File: config.mk
export PLATFORM = sky130hd
export DESIGN_NAME = irq_src_ctrl
export DESIGN_NICKNAME = d
export VERILOG_FILES = /design/src/rtl/irq_src_pkg.sv /design/src/rtl/irq_src_slot.sv /design/src/rtl/irq_src_arb.sv /design/src/rtl/irq_src_ctrl.sv
export SDC_FILE = /design/constraint.sdc
export NUM_CORES = 1
export LEC_CHECK = 0
export ABC_AREA = 1
export BUFFER_PORTS_ARGS = -buffer_cell sky130_fd_sc_hd__clkbuf_2
export CAP_MARGIN = 10
export CORE_ASPECT_RATIO = 2
export CORE_MARGIN = 1
export CORE_UTILIZATION = 30
export CTS_BUF_LIST = sky130_fd_sc_hd__clkbuf_8 sky130_fd_sc_hd__clkbuf_16
export DETAILED_ROUTE_END_ITERATION = 12
export SLEW_MARGIN = 10
export SYNTH_ARGS = -nofsm -noshare
export SYNTH_HDL_FRONTEND = slang
export SYNTH_SLANG_ARGS = --single-unit
File: constraint.sdc
create_clock -name clk -period 4.26 [get_ports clk]
set_input_delay 1.065 -clock clk [delete_from_list [all_inputs] [get_ports clk]]
set_output_delay 1.065 -clock clk [all_outputs]
set_load 0.02 [all_outputs]
File: src/rtl/irq_src_pkg.sv
package irq_src_pkg;

    typedef enum logic [1:0] {
        EV_NONE = 2'd0,
        EV_CFG  = 2'd1,
        EV_LINE = 2'd2,
        EV_SCAN = 2'd3
    } ev_kind_t;

    typedef struct packed {
        logic asserted;
        logic sent;
        logic rejected;
        logic mpend;
    } src_st_t;

    typedef struct packed {
        src_st_t st;
        logic    fire;
    } eval_res_t;

    // One evaluation step of a source for a given kind of trigger.
    function automatic eval_res_t eval_src(ev_kind_t k, logic lvl, logic masked, src_st_t s);
        eval_res_t r;
        r.st   = s;
        r.fire = 1'b0;
        if (k != EV_NONE) begin
            if (lvl) begin
                if (!masked && s.asserted && !s.sent) begin
                    r.st.sent = 1'b1;
                    r.fire    = 1'b1;
                end
            end else begin
                case (k)
                    EV_LINE: begin
                        if (masked) r.st.mpend = 1'b1;
                        else        r.fire     = 1'b1;
                    end
                    EV_CFG: begin
                        if (s.mpend && !masked) begin
                            r.st.mpend = 1'b0;
                            r.fire     = 1'b1;
                        end
                    end
                    EV_SCAN: begin
                        if (s.rejected) begin
                            r.st.rejected = 1'b0;
                            r.fire        = !masked;
                        end
                    end
                    default: ;
                endcase
            end
        end
        return r;
    endfunction

endpackage

File: src/rtl/irq_src_slot.sv
module irq_src_slot
    import irq_src_pkg::*;
#(
    parameter int SRV_W    = 4,
    parameter int PRIO_W   = 8,
    parameter bit IS_LEVEL = 1'b0
) (
    input  logic              clk,
    input  logic              rst,
    input  logic              line_in,
    input  logic              cfg_hit,
    input  logic [SRV_W-1:0]  cfg_server,
    input  logic [PRIO_W-1:0] cfg_prio,
    input  logic [PRIO_W-1:0] cfg_saved,
    input  logic              rej_hit,
    input  logic              eoi_hit,
    input  logic              g_cfg,
    input  logic              g_line,
    input  logic              g_scan,
    output logic              ev_req,
    output logic              fire,
    output logic [SRV_W-1:0]  srv_out,
    output logic [PRIO_W-1:0] prio_out
);

    localparam logic [PRIO_W-1:0] MASK_PRIO = '1;

    logic [SRV_W-1:0]  srv_q, srv_n;
    logic [PRIO_W-1:0] prio_q, prio_n, saved_q, saved_n;
    src_st_t           st_q, st_n;
    logic              line_q, pend_q, pend_n, new_ev, masked;
    eval_res_t         r_cfg, r_line, r_scan;
    src_st_t           s_mid, s_post;

    always_comb begin
        srv_n   = cfg_hit ? cfg_server : srv_q;
        prio_n  = cfg_hit ? cfg_prio   : prio_q;
        saved_n = cfg_hit ? cfg_saved  : saved_q;
        masked  = (prio_n == MASK_PRIO);

        new_ev  = IS_LEVEL ? (line_in != line_q) : (line_in && !line_q);
        ev_req  = pend_q || new_ev;
        pend_n  = ev_req && !g_line;

        // configuration stage
        r_cfg  = eval_src(g_cfg ? EV_CFG : EV_NONE, IS_LEVEL, masked, st_q);
        s_mid  = r_cfg.st;
        // line stage
        if (IS_LEVEL) s_mid.asserted = line_in;
        r_line = eval_src(g_line ? EV_LINE : EV_NONE, IS_LEVEL, masked, s_mid);
        s_post = r_line.st;
        // reject / end-of-interrupt stage
        if (rej_hit) begin
            if (IS_LEVEL) s_post.sent     = 1'b0;
            else          s_post.rejected = 1'b1;
        end
        if (eoi_hit && IS_LEVEL) s_post.sent = 1'b0;
        // scan stage
        r_scan = eval_src(g_scan ? EV_SCAN : EV_NONE, IS_LEVEL, masked, s_post);
        st_n   = r_scan.st;

        fire     = r_cfg.fire || r_line.fire || r_scan.fire;
        srv_out  = srv_n;
        prio_out = prio_n;
    end

    always_ff @(posedge clk) begin
        if (rst) begin
            srv_q   <= '0;
            prio_q  <= MASK_PRIO;
            saved_q <= MASK_PRIO;
            st_q    <= '0;
            line_q  <= 1'b0;
            pend_q  <= 1'b0;
        end else begin
            srv_q   <= srv_n;
            prio_q  <= prio_n;
            saved_q <= saved_n;
            st_q    <= st_n;
            line_q  <= line_in;
            pend_q  <= pend_n;
        end
    end

    AST_SAVED_HOLD: assert property (@(posedge clk) disable iff (rst)
        !cfg_hit |=> $stable(saved_q)) else $error("saved priority moved");

    if (IS_LEVEL) begin : g_lvl_chk
        AST_LVL_NO_REJ: assert property (@(posedge clk) disable iff (rst)
            !st_q.rejected && !st_q.mpend) else $error("level flags");
    end else begin : g_msg_chk
        AST_MSG_NO_SENT: assert property (@(posedge clk) disable iff (rst)
            !st_q.sent && !st_q.asserted) else $error("message flags");
    end

endmodule

File: src/rtl/irq_src_arb.sv
module irq_src_arb #(
    parameter int NUM_SRC = 8,
    parameter int IDX_W   = 3
) (
    input  logic               clk,
    input  logic               rst,
    input  logic               cfg_ok,
    input  logic [IDX_W-1:0]   cfg_idx,
    input  logic [NUM_SRC-1:0] ev_req,
    input  logic               resend_req,
    output logic [NUM_SRC-1:0] g_cfg,
    output logic [NUM_SRC-1:0] g_line,
    output logic [NUM_SRC-1:0] g_scan,
    output logic               busy
);

    localparam logic [IDX_W-1:0] LAST_IDX = IDX_W'(NUM_SRC - 1);

    logic             busy_q, scan_adv;
    logic [IDX_W-1:0] ptr_q;
    int               low_idx;

    always_comb begin
        low_idx = 0;
        for (int i = NUM_SRC - 1; i >= 0; i--) begin
            if (ev_req[i]) low_idx = i;
        end
        g_cfg    = '0;
        g_line   = '0;
        g_scan   = '0;
        scan_adv = 1'b0;
        if (cfg_ok) begin
            g_cfg[cfg_idx] = 1'b1;
        end else if (|ev_req) begin
            g_line[low_idx] = 1'b1;
        end else if (busy_q) begin
            g_scan[ptr_q] = 1'b1;
            scan_adv      = 1'b1;
        end
    end

    always_ff @(posedge clk) begin
        if (rst) begin
            busy_q <= 1'b0;
            ptr_q  <= '0;
        end else if (busy_q) begin
            if (scan_adv) begin
                if (ptr_q == LAST_IDX) begin
                    busy_q <= 1'b0;
                    ptr_q  <= '0;
                end else begin
                    ptr_q <= ptr_q + 1'b1;
                end
            end
        end else if (resend_req) begin
            busy_q <= 1'b1;
            ptr_q  <= '0;
        end
    end

    assign busy = busy_q;

    AST_ONE_GRANT: assert property (@(posedge clk) disable iff (rst)
        $onehot0({g_cfg, g_line, g_scan})) else $error("multiple grants");

    AST_BUSY_END: assert property (@(posedge clk) disable iff (rst)
        $fell(busy_q) |-> $past(ptr_q) == LAST_IDX) else $error("scan ended early");

endmodule

File: src/rtl/irq_src_ctrl.sv
module irq_src_ctrl #(
    parameter int                   NUM_SRC    = 8,
    parameter int                   SRV_W      = 4,
    parameter int                   PRIO_W     = 8,
    parameter int                   NUM_W      = 12,
    parameter int                   BASE       = 16,
    parameter logic [NUM_SRC-1:0]   LEVEL_MASK = 8'hF0,
    localparam int                  IDX_W      = (NUM_SRC > 1) ? $clog2(NUM_SRC) : 1
) (
    input  logic               clk,
    input  logic               rst,
    input  logic [NUM_SRC-1:0] line_in,
    input  logic               cfg_we,
    input  logic [IDX_W-1:0]   cfg_idx,
    input  logic [SRV_W-1:0]   cfg_server,
    input  logic [PRIO_W-1:0]  cfg_prio,
    input  logic [PRIO_W-1:0]  cfg_saved,
    input  logic               rej_valid,
    input  logic [NUM_W-1:0]   rej_num,
    input  logic               eoi_valid,
    input  logic [NUM_W-1:0]   eoi_num,
    input  logic               resend_req,
    output logic               pres_valid,
    output logic [SRV_W-1:0]   pres_server,
    output logic [NUM_W-1:0]   pres_num,
    output logic [PRIO_W-1:0]  pres_prio,
    output logic               busy
);

    localparam logic [NUM_W-1:0]  LO_NUM    = NUM_W'(BASE);
    localparam logic [NUM_W-1:0]  HI_NUM    = NUM_W'(BASE + NUM_SRC);
    localparam logic [PRIO_W-1:0] MASK_PRIO = '1;

    logic               cfg_ok, rej_in, eoi_in;
    logic [NUM_W-1:0]   rej_off, eoi_off;
    logic [NUM_SRC-1:0] ev_req, fire_vec, g_cfg, g_line, g_scan;
    logic [SRV_W-1:0]   slot_srv  [NUM_SRC];
    logic [PRIO_W-1:0]  slot_prio [NUM_SRC];
    logic [SRV_W-1:0]   sel_srv;
    logic [PRIO_W-1:0]  sel_prio;
    logic [NUM_W-1:0]   sel_num;

    always_comb begin
        cfg_ok  = cfg_we && (int'(cfg_idx) < NUM_SRC);
        rej_in  = rej_valid && (rej_num >= LO_NUM) && (rej_num < HI_NUM);
        eoi_in  = eoi_valid && (eoi_num >= LO_NUM) && (eoi_num < HI_NUM);
        rej_off = rej_num - LO_NUM;
        eoi_off = eoi_num - LO_NUM;
    end

    irq_src_arb #(.NUM_SRC(NUM_SRC), .IDX_W(IDX_W)) u_arb (
        .clk        (clk),
        .rst        (rst),
        .cfg_ok     (cfg_ok),
        .cfg_idx    (cfg_idx),
        .ev_req     (ev_req),
        .resend_req (resend_req),
        .g_cfg      (g_cfg),
        .g_line     (g_line),
        .g_scan     (g_scan),
        .busy       (busy)
    );

    for (genvar i = 0; i < NUM_SRC; i++) begin : g_slot
        irq_src_slot #(
            .SRV_W    (SRV_W),
            .PRIO_W   (PRIO_W),
            .IS_LEVEL (LEVEL_MASK[i])
        ) u_slot (
            .clk        (clk),
            .rst        (rst),
            .line_in    (line_in[i]),
            .cfg_hit    (cfg_ok && (int'(cfg_idx) == i)),
            .cfg_server (cfg_server),
            .cfg_prio   (cfg_prio),
            .cfg_saved  (cfg_saved),
            .rej_hit    (rej_in && (rej_off == NUM_W'(i))),
            .eoi_hit    (eoi_in && (eoi_off == NUM_W'(i))),
            .g_cfg      (g_cfg[i]),
            .g_line     (g_line[i]),
            .g_scan     (g_scan[i]),
            .ev_req     (ev_req[i]),
            .fire       (fire_vec[i]),
            .srv_out    (slot_srv[i]),
            .prio_out   (slot_prio[i])
        );
    end

    always_comb begin
        sel_srv  = '0;
        sel_prio = '0;
        sel_num  = '0;
        for (int i = 0; i < NUM_SRC; i++) begin
            if (fire_vec[i]) begin
                sel_srv  = sel_srv  | slot_srv[i];
                sel_prio = sel_prio | slot_prio[i];
                sel_num  = sel_num  | NUM_W'(BASE + i);
            end
        end
    end

    always_ff @(posedge clk) begin
        if (rst) begin
            pres_valid  <= 1'b0;
            pres_server <= '0;
            pres_num    <= '0;
            pres_prio   <= '0;
        end else begin
            pres_valid  <= |fire_vec;
            pres_server <= sel_srv;
            pres_num    <= sel_num;
            pres_prio   <= sel_prio;
        end
    end

    AST_ONE_FIRE: assert property (@(posedge clk) disable iff (rst)
        $onehot0(fire_vec)) else $error("two sources fired");

    AST_PRES_UNMASKED: assert property (@(posedge clk) disable iff (rst)
        pres_valid |-> pres_prio != MASK_PRIO) else $error("masked presented");

    AST_PRES_RANGE: assert property (@(posedge clk) disable iff (rst)
        pres_valid |-> (pres_num >= LO_NUM) && (pres_num < HI_NUM)) else $error("number out of range");

endmodule

==> impl_metrics.toml, run 1 <==
[status]
outcome = "finished clean"

[timing]
skew_ps = 11.1
rsz0062_at_grt = "no"
timing.setup.tns_ps = 0
min_period_over_period_pct = 79.9
setup_viol = 0
maxSlewHeadroom_pct = 27.1
finalHoldViolations = 0
fmax_ghz = 0.294
tightest_slew_ps = 1090
post-route-min-period_ps = 3410
maxSlewViolCount = 0

[place]
gp_congestion = 0.880
hpwl_microns = 17100
dpl-instance-area_sq_um = 8170
port_buffers = 70

[routing]
drt_wl_total_microns = 22200
routed-via-count = 7118
drc = 0
vias_per_cell = 4.59
wire_per_inst_microns = 14.3
wl_met1_microns = 7700
dr_wl_met2_microns = 12500
dr.first_iter.drc_count = 380
drt_first_pass_iters = 4
ant_nets = 0
dr_wl_met3_microns = 668
route.top_layer_used = "met4"

[die]
fp.dieH_microns = 226
coreArea_sq_um = 24500
start_util_pct = 30.7
dieArea_sq_um = 25800
dieWidth_microns = 114
num_rows = 81
io_pins = 87

[power]
p_int_uw = 2300
pwr-share-seq_pct = 44.5
combPwrFrac_pct = 16.3
leakagePower_uw = 0.00455
p_switching_uw = 922
power_switching_share_pct = 28.6
vdd_ir_drop_max_mv = 0.262
pwr-share-clk_pct = 39.2
p_per_area_nw_per_um2 = 373

[clock_tree]
h-tree-depth = 4
path_clk_slew_ps = 60
ctsResizeCount = 0
clk_latency_ps = 440
cts_post_setup_buffers_inserted = 0
cts_sinks = 145
cts_root_buffer = "clkbuf_16"
cts_hold_buf = 0
cts_buffers = 17
clockBufferDepth = 2
cts_tree = "built"

[global_routing]
grt_pass1_wl_microns = 35200
grt_max_degree = 105
antenna_found_initial = 0
first_global_vias = 6834
track_usage_pct = 18.4
grt-ovfl-total = 0

[worst_setup_path]
cp.required_ps = 4540
critPathMaxFanout = 22
startpoint_type = "input port"
worstPathArrival_ps = 3680
cp-end-kind = "flop"
path_class = "in -> reg"

[synthesis]
synth_most_common_cell = "nand2_1"
avgSynthCellArea_sq_um = 6.58
synth.distinct_cells = 46
seq_area_frac_synth_pct = 38.6
synth_top_area_share_pct = 38.6
syn_area_sq_um = 7530
syn_inst = 1144
yosys_warnings = 0
yosys-top-cells-count = "299 x nand2_1, 147 x nor2_1, 145 x dfxtp_1"
synth_edf_count = 0
synthTopCellsByArea = "dfxtp_1 39%, nand2_1 15%, nor2_1 7.3%"
synth-async-reset-ratio_pct = 0
ys_ff_latch = 145
yosys.area.top_type = "dfxtp_1"
ys.flop_type = "dfxtp_1"

[finish]
drive_gt1_share_pct = 18.4
final_area_sq_um = 8650
area_delta_synth_final_pct = 14.9
diodes = 0
nets = 1275

[hold_path]
hold_class = "reg -> reg"

[run]
maxCapViolations = 0
## kinds of logic (layout without fill, tap and decap cells)
group / after synthesis / after routing / synth area share, %
DFF: 145 / 145 / 38.6
adders and majority gates: 2 / 2 / 0.332
and+or+nand+nor: 681 / 681 / 40.6
other: 1 / 8 / 0.0498
buffers and inverters: 190 / 259 / 11.1
AOI/OAI and AO/OA: 124 / 124 / 9.24
xor gates and xnor gates: 1 / 1 / 0.116
## cell usage in the layout (no fill, tap or decap), types with 2 or more instances in the layout
| cell | n |
|---|---|
| a211oi_1 | 4 |
| a21o_1 | 2 |
| a21oi_1 | 18 |
| a31oi_1 | 3 |
| buf_4 | 21 |
| clkbuf_16 | 17 |
| clkbuf_2 | 69 |
| clkinv_2 | 2 |
| conb_1 | 8 |
| dfxtp_1 | 145 |
| ha_1 | 2 |
| inv_1 | 141 |
| inv_2 | 6 |
| nand2_1 | 299 |
| nand2_2 | 12 |
| nand3_1 | 101 |
| nand3_2 | 2 |
| nand3b_1 | 5 |
| nand4_1 | 8 |
| nor2_1 | 147 |
| nor2_2 | 5 |
| nor3_1 | 11 |
| nor3b_2 | 2 |
| nor4_1 | 4 |
| o21ai_0 | 66 |
| o21ai_1 | 14 |
| o21ai_2 | 7 |
| o21bai_1 | 5 |
| or2_1 | 2 |
| or2_2 | 74 |
## worst paths after layout
check / start / to / slack [ps] / cells after the start
setup / recovery: cfg_we / pres_prio[3] / 850 / 14
hold / removal: g_slot[7].u_slot.prio_q[0] / g_slot[7].u_slot.prio_q[0] / 450 / 2
setup reg to reg: g_slot[7].u_slot.line_q / pres_prio[3] / 1320 / 17
hold reg to reg: g_slot[7].u_slot.prio_q[0] / g_slot[7].u_slot.prio_q[0] / 450 / 2
## cell type report
| cell class | count | area [sq um] |
|---|---|---|
| fillers | 2730 | 15900 |
| multi-input cells | 816 | 3820 |
| flip-flops and latches | 145 | 2900 |
| inverters | 141 | 529 |
| repair buffers | 91 | 508 |
| clock buffers | 18 | 439 |
| well taps | 332 | 415 |
| clock inverters | 9 | 36.3 |
## sequential cells by signal (all words and copies together), names as in the netlist
signal,flops
g_slot.u_slot.pend_q,8
g_slot.u_slot.r_cfg,3
pres_server,4
g_slot.u_slot.st_q,12
pres_prio,8
g_slot.u_slot.line_q,5
u_arb.ptr_q,3
u_arb.busy,1
g_slot.u_slot.srv_q,32
g_slot.u_slot.prio_q,64
pres_num,4
pres_valid,1
## power by group through the flow
stage,logic (uW),registers [uW],clock network (uW)
2_1_floorplan,322,1480,0
3_3_place_gp,519,1460,0
3_5_place_dp,523,1460,0
4_1_cts,525,1430,1300
5_1_grt,585,1440,1350
6_report,525,1430,1270
## routing by layer
| layer | vias to the layer above | track usage, % |
|---|---|---|
| met5 | - | 0 |
| met4 | 0 | 13.1 |
| met3 | 58 | 2.87 |
| met2 | 144 | 35.8 |
| met1 | 3221 | 16.9 |
| li1 | 3695 | - |
## worst max-delay path, cell delays in order
cell	delay [ps]
clkbuf_2	110
inv_2	100
nor2_2	120
nand2_1	370
o21ai_0	470
nand4_1	150
nor2_1	130
nand3_2	250
nand3_1	180
nand2_1	60
nor2_1	280
nand3_1	200
nor2_1	140
nor2_1	50
## per-stage QoR
stage               setup slack [ps]  total power (uW)  utilization, %  hold slack, ps  cells
finish                           855              3220            35.3             454   1552
global placement                 451              1980            33.3             434   1525
floorplan                       1470              1800               -             424   1151
detailed placement               460              1990            33.3             440   1525
global route                     519              3370            35.3             475   1552
CTS                              895              3260            35.3             453   1552
(Power assumes the default switching activity.)
==> inputs of run 2 (changes only) <==
==> constraint.sdc (replaced) <==
create_clock -name clk -period 3.3 [get_ports clk]
set_input_delay 0.825 -clock clk [delete_from_list [all_inputs] [get_ports clk]]
set_output_delay 0.825 -clock clk [all_outputs]
set_load 0.02 [all_outputs]
==> run 2 against run 1 <==
Total power up 46%. Worst setup slack worse by 490 ps. Core utilization grew 3.4 points. Clock power is 65% higher. Largest power group is now clock.
==> impl_metrics.toml, run 2 (synthesis gave the netlist of run 1 again) <==
[status]
outcome = "finished clean"

[finish]
area_delta_synth_final_pct = 25.9
reg_top3 = "g_slot.u_slot.prio_q: 64 flops, g_slot.u_slot.srv_q: 32 flops, g_slot.u_slot.st_q: 12 flops"
diodes = 0
largest_register_ffs = 64
mostFrequentLayoutCells = "299 x nand2_1, 147 x nor2_1, 145 x dfxtp_1"
nets = 1364
drive_gt1_share_pct = 24.7
final_area_sq_um = 9480
instances_no_fill = 1646
regMostFlops = "g_slot.u_slot.prio_q"
layout_commonest_cell = "nand2_1"

[place]
pre_cts_ws_ps = -81.2
gp_congestion = 0.890
placed_cells_incl_taps = 1614
port_buffers = 70
hpwl_microns = 18400
dpl-instance-area_sq_um = 8840

[timing]
hold_ws_ps = 451
skew_ps = 7.92
min_period_over_period_pct = 89.1
maxSlewViolCount = 0
fmax_ghz = 0.340
setup_viol = 0
post-route-min-period_ps = 2940
timing.setup.tns_ps = 0
finalHoldViolations = 0
tightest_slew_ps = 1060
worst_slack_ps = 361
maxSlewHeadroom_pct = 29.0
rsz0062_at_grt = "no"

[worst_setup_path]
critPathMaxFanout = 14
path_delay_family = "simple AND/OR/NAND/NOR gates"
r2r_setup_slack_ps = 630
r2r-start = "g_slot[6].u_slot.r_cfg[4]"
startpoint_type = "input port"
worstPathArrival_ps = 3230
cp.required_ps = 3590
cpPeakStageDelay_ps = 220
slowest_stage = "nand2_2"
path_class = "in -> reg"
r2r_end = "pres_server[3]"
worst_r2r_path_depth = 22
path_cells = "clkbuf_2 > buf_4 > nor2_1 > nand2_2 > inv_2 > or2_2 > o21ai_1 > nor3_1 > nand4_1 > buf_4 > nand3_1 > nand2_1 > nor2_1 > buf_4 > nand3_1 > nor2_1 > nor2_1"
cp-end-kind = "flop"
cp.buffers_inverters = 5
cpMostUsedCell = "nor2_1"

[clock_tree]
ctsResizeCount = 0
clockBufferDepth = 2
clk_latency_ps = 450
h-tree-depth = 4
cts_hold_buf = 0
path_clk_slew_ps = 60
cts_root_buffer = "clkbuf_16"
cts_sinks = 145
cts_tree = "built"
cts_post_setup_buffers_inserted = 0
cts_buffers = 17

[routing]
vias_per_cell = 4.58
dr.first_iter.drc_count = 364
drc = 0
routed-via-count = 7545
wire_per_inst_microns = 14.2
drt_first_pass_iters = 7
ant_nets = 0
drt_wl_total_microns = 23300

[die]
dieWidth_microns = 114
coreArea_sq_um = 24500
dieArea_sq_um = 25800
num_rows = 81
start_util_pct = 30.7
io_pins = 87
fp.dieH_microns = 226

[hold_path]
hold_start = "g_slot[4].u_slot.prio_q[0]"
hold_class = "reg -> reg"
hold_end = "g_slot[4].u_slot.prio_q[0]"
whs_path_depth = 2

[global_routing]
grt_pass1_wl_microns = 36300
grt-ovfl-total = 0
antenna_found_initial = 0
track_usage_pct = 19.1
grt_max_degree = 105
first_global_vias = 7230

[power]
p_per_area_nw_per_um2 = 498
vdd_ir_drop_max_mv = 0.379
leakagePower_uw = 0.00502

[run]
maxCapViolations = 0
-- run 2: changes by cell type in the layout (fill, tap and decap cells not counted), sizes merged --
cell and delta:
clkinv +2, inv -4, bufinv +4, buf +89, clkbuf +1, clkinvlp +2
-- run 2: metal layers --
layer / GRT usage [%] / part of all wire [%] / wire (microns) / vias up
li1: - / - / - / 3885
met1: 16.4 / 34 / 7940 / 3412
met3: 3.09 / 3.0 / 694 / 84
met2: 36.7 / 54 / 12700 / 164
met4: 17.2 / 8.5 / 1990 / 0
met5: 0 / 0 / 0 / -
-- run 2: area by class of cell --
| cell class | instances | area [sq um] |
|---|---|---|
| inverters | 141 | 529 |
| multi-input cells | 816 | 3820 |
| well taps | 332 | 415 |
| clock buffers | 19 | 453 |
| flip-flops and latches | 145 | 2900 |
| clock inverters | 13 | 184 |
| fillers | 2707 | 15000 |
| repair buffers | 180 | 1180 |
-- run 2: worst max path at each step --
| stage | from | to | slack [ps] | cells after the start |
|---|---|---|---|---|
| after global routing | line_in[0] | pres_server[0] | 150 | 21 |
| after detailed placement | cfg_idx[1] | pres_prio[4] | -80 | 17 |
| after global placement | cfg_idx[1] | pres_prio[4] | -60 | 17 |
| after CTS | cfg_idx[1] | pres_prio[4] | 380 | 17 |
| after floorplan | line_in[0] | pres_prio[5] | 750 | 19 |
| final | cfg_idx[1] | pres_prio[4] | 360 | 17 |
-- run 2: worst reg2reg max path: cells and delay by family (launching register included) --
kind / cells / cell delay [ps]
simple gates: 19 / 1900
flops: 1 / 330
buf+inv: 3 / 310
-- run 2: stage by stage --
| step | util [%] | power [uW] |
|---|---|---|
| 2_1_floorplan | - | 2320 |
| 3_5_place_dp | 36.0 | 2660 |
| 3_3_place_gp | 36.0 | 2650 |
| 6_report | 38.6 | 4720 |
| 4_1_cts | 38.6 | 4750 |
| 5_1_grt | 38.6 | 4910 |
-- run 2: report_power, final --
part | switching (uW) | total, uW | internal [uW]
registers | 25.3 | 1850 | 1830
clock network | 794 | 2100 | 1300
logic | 480 | 772 | 292
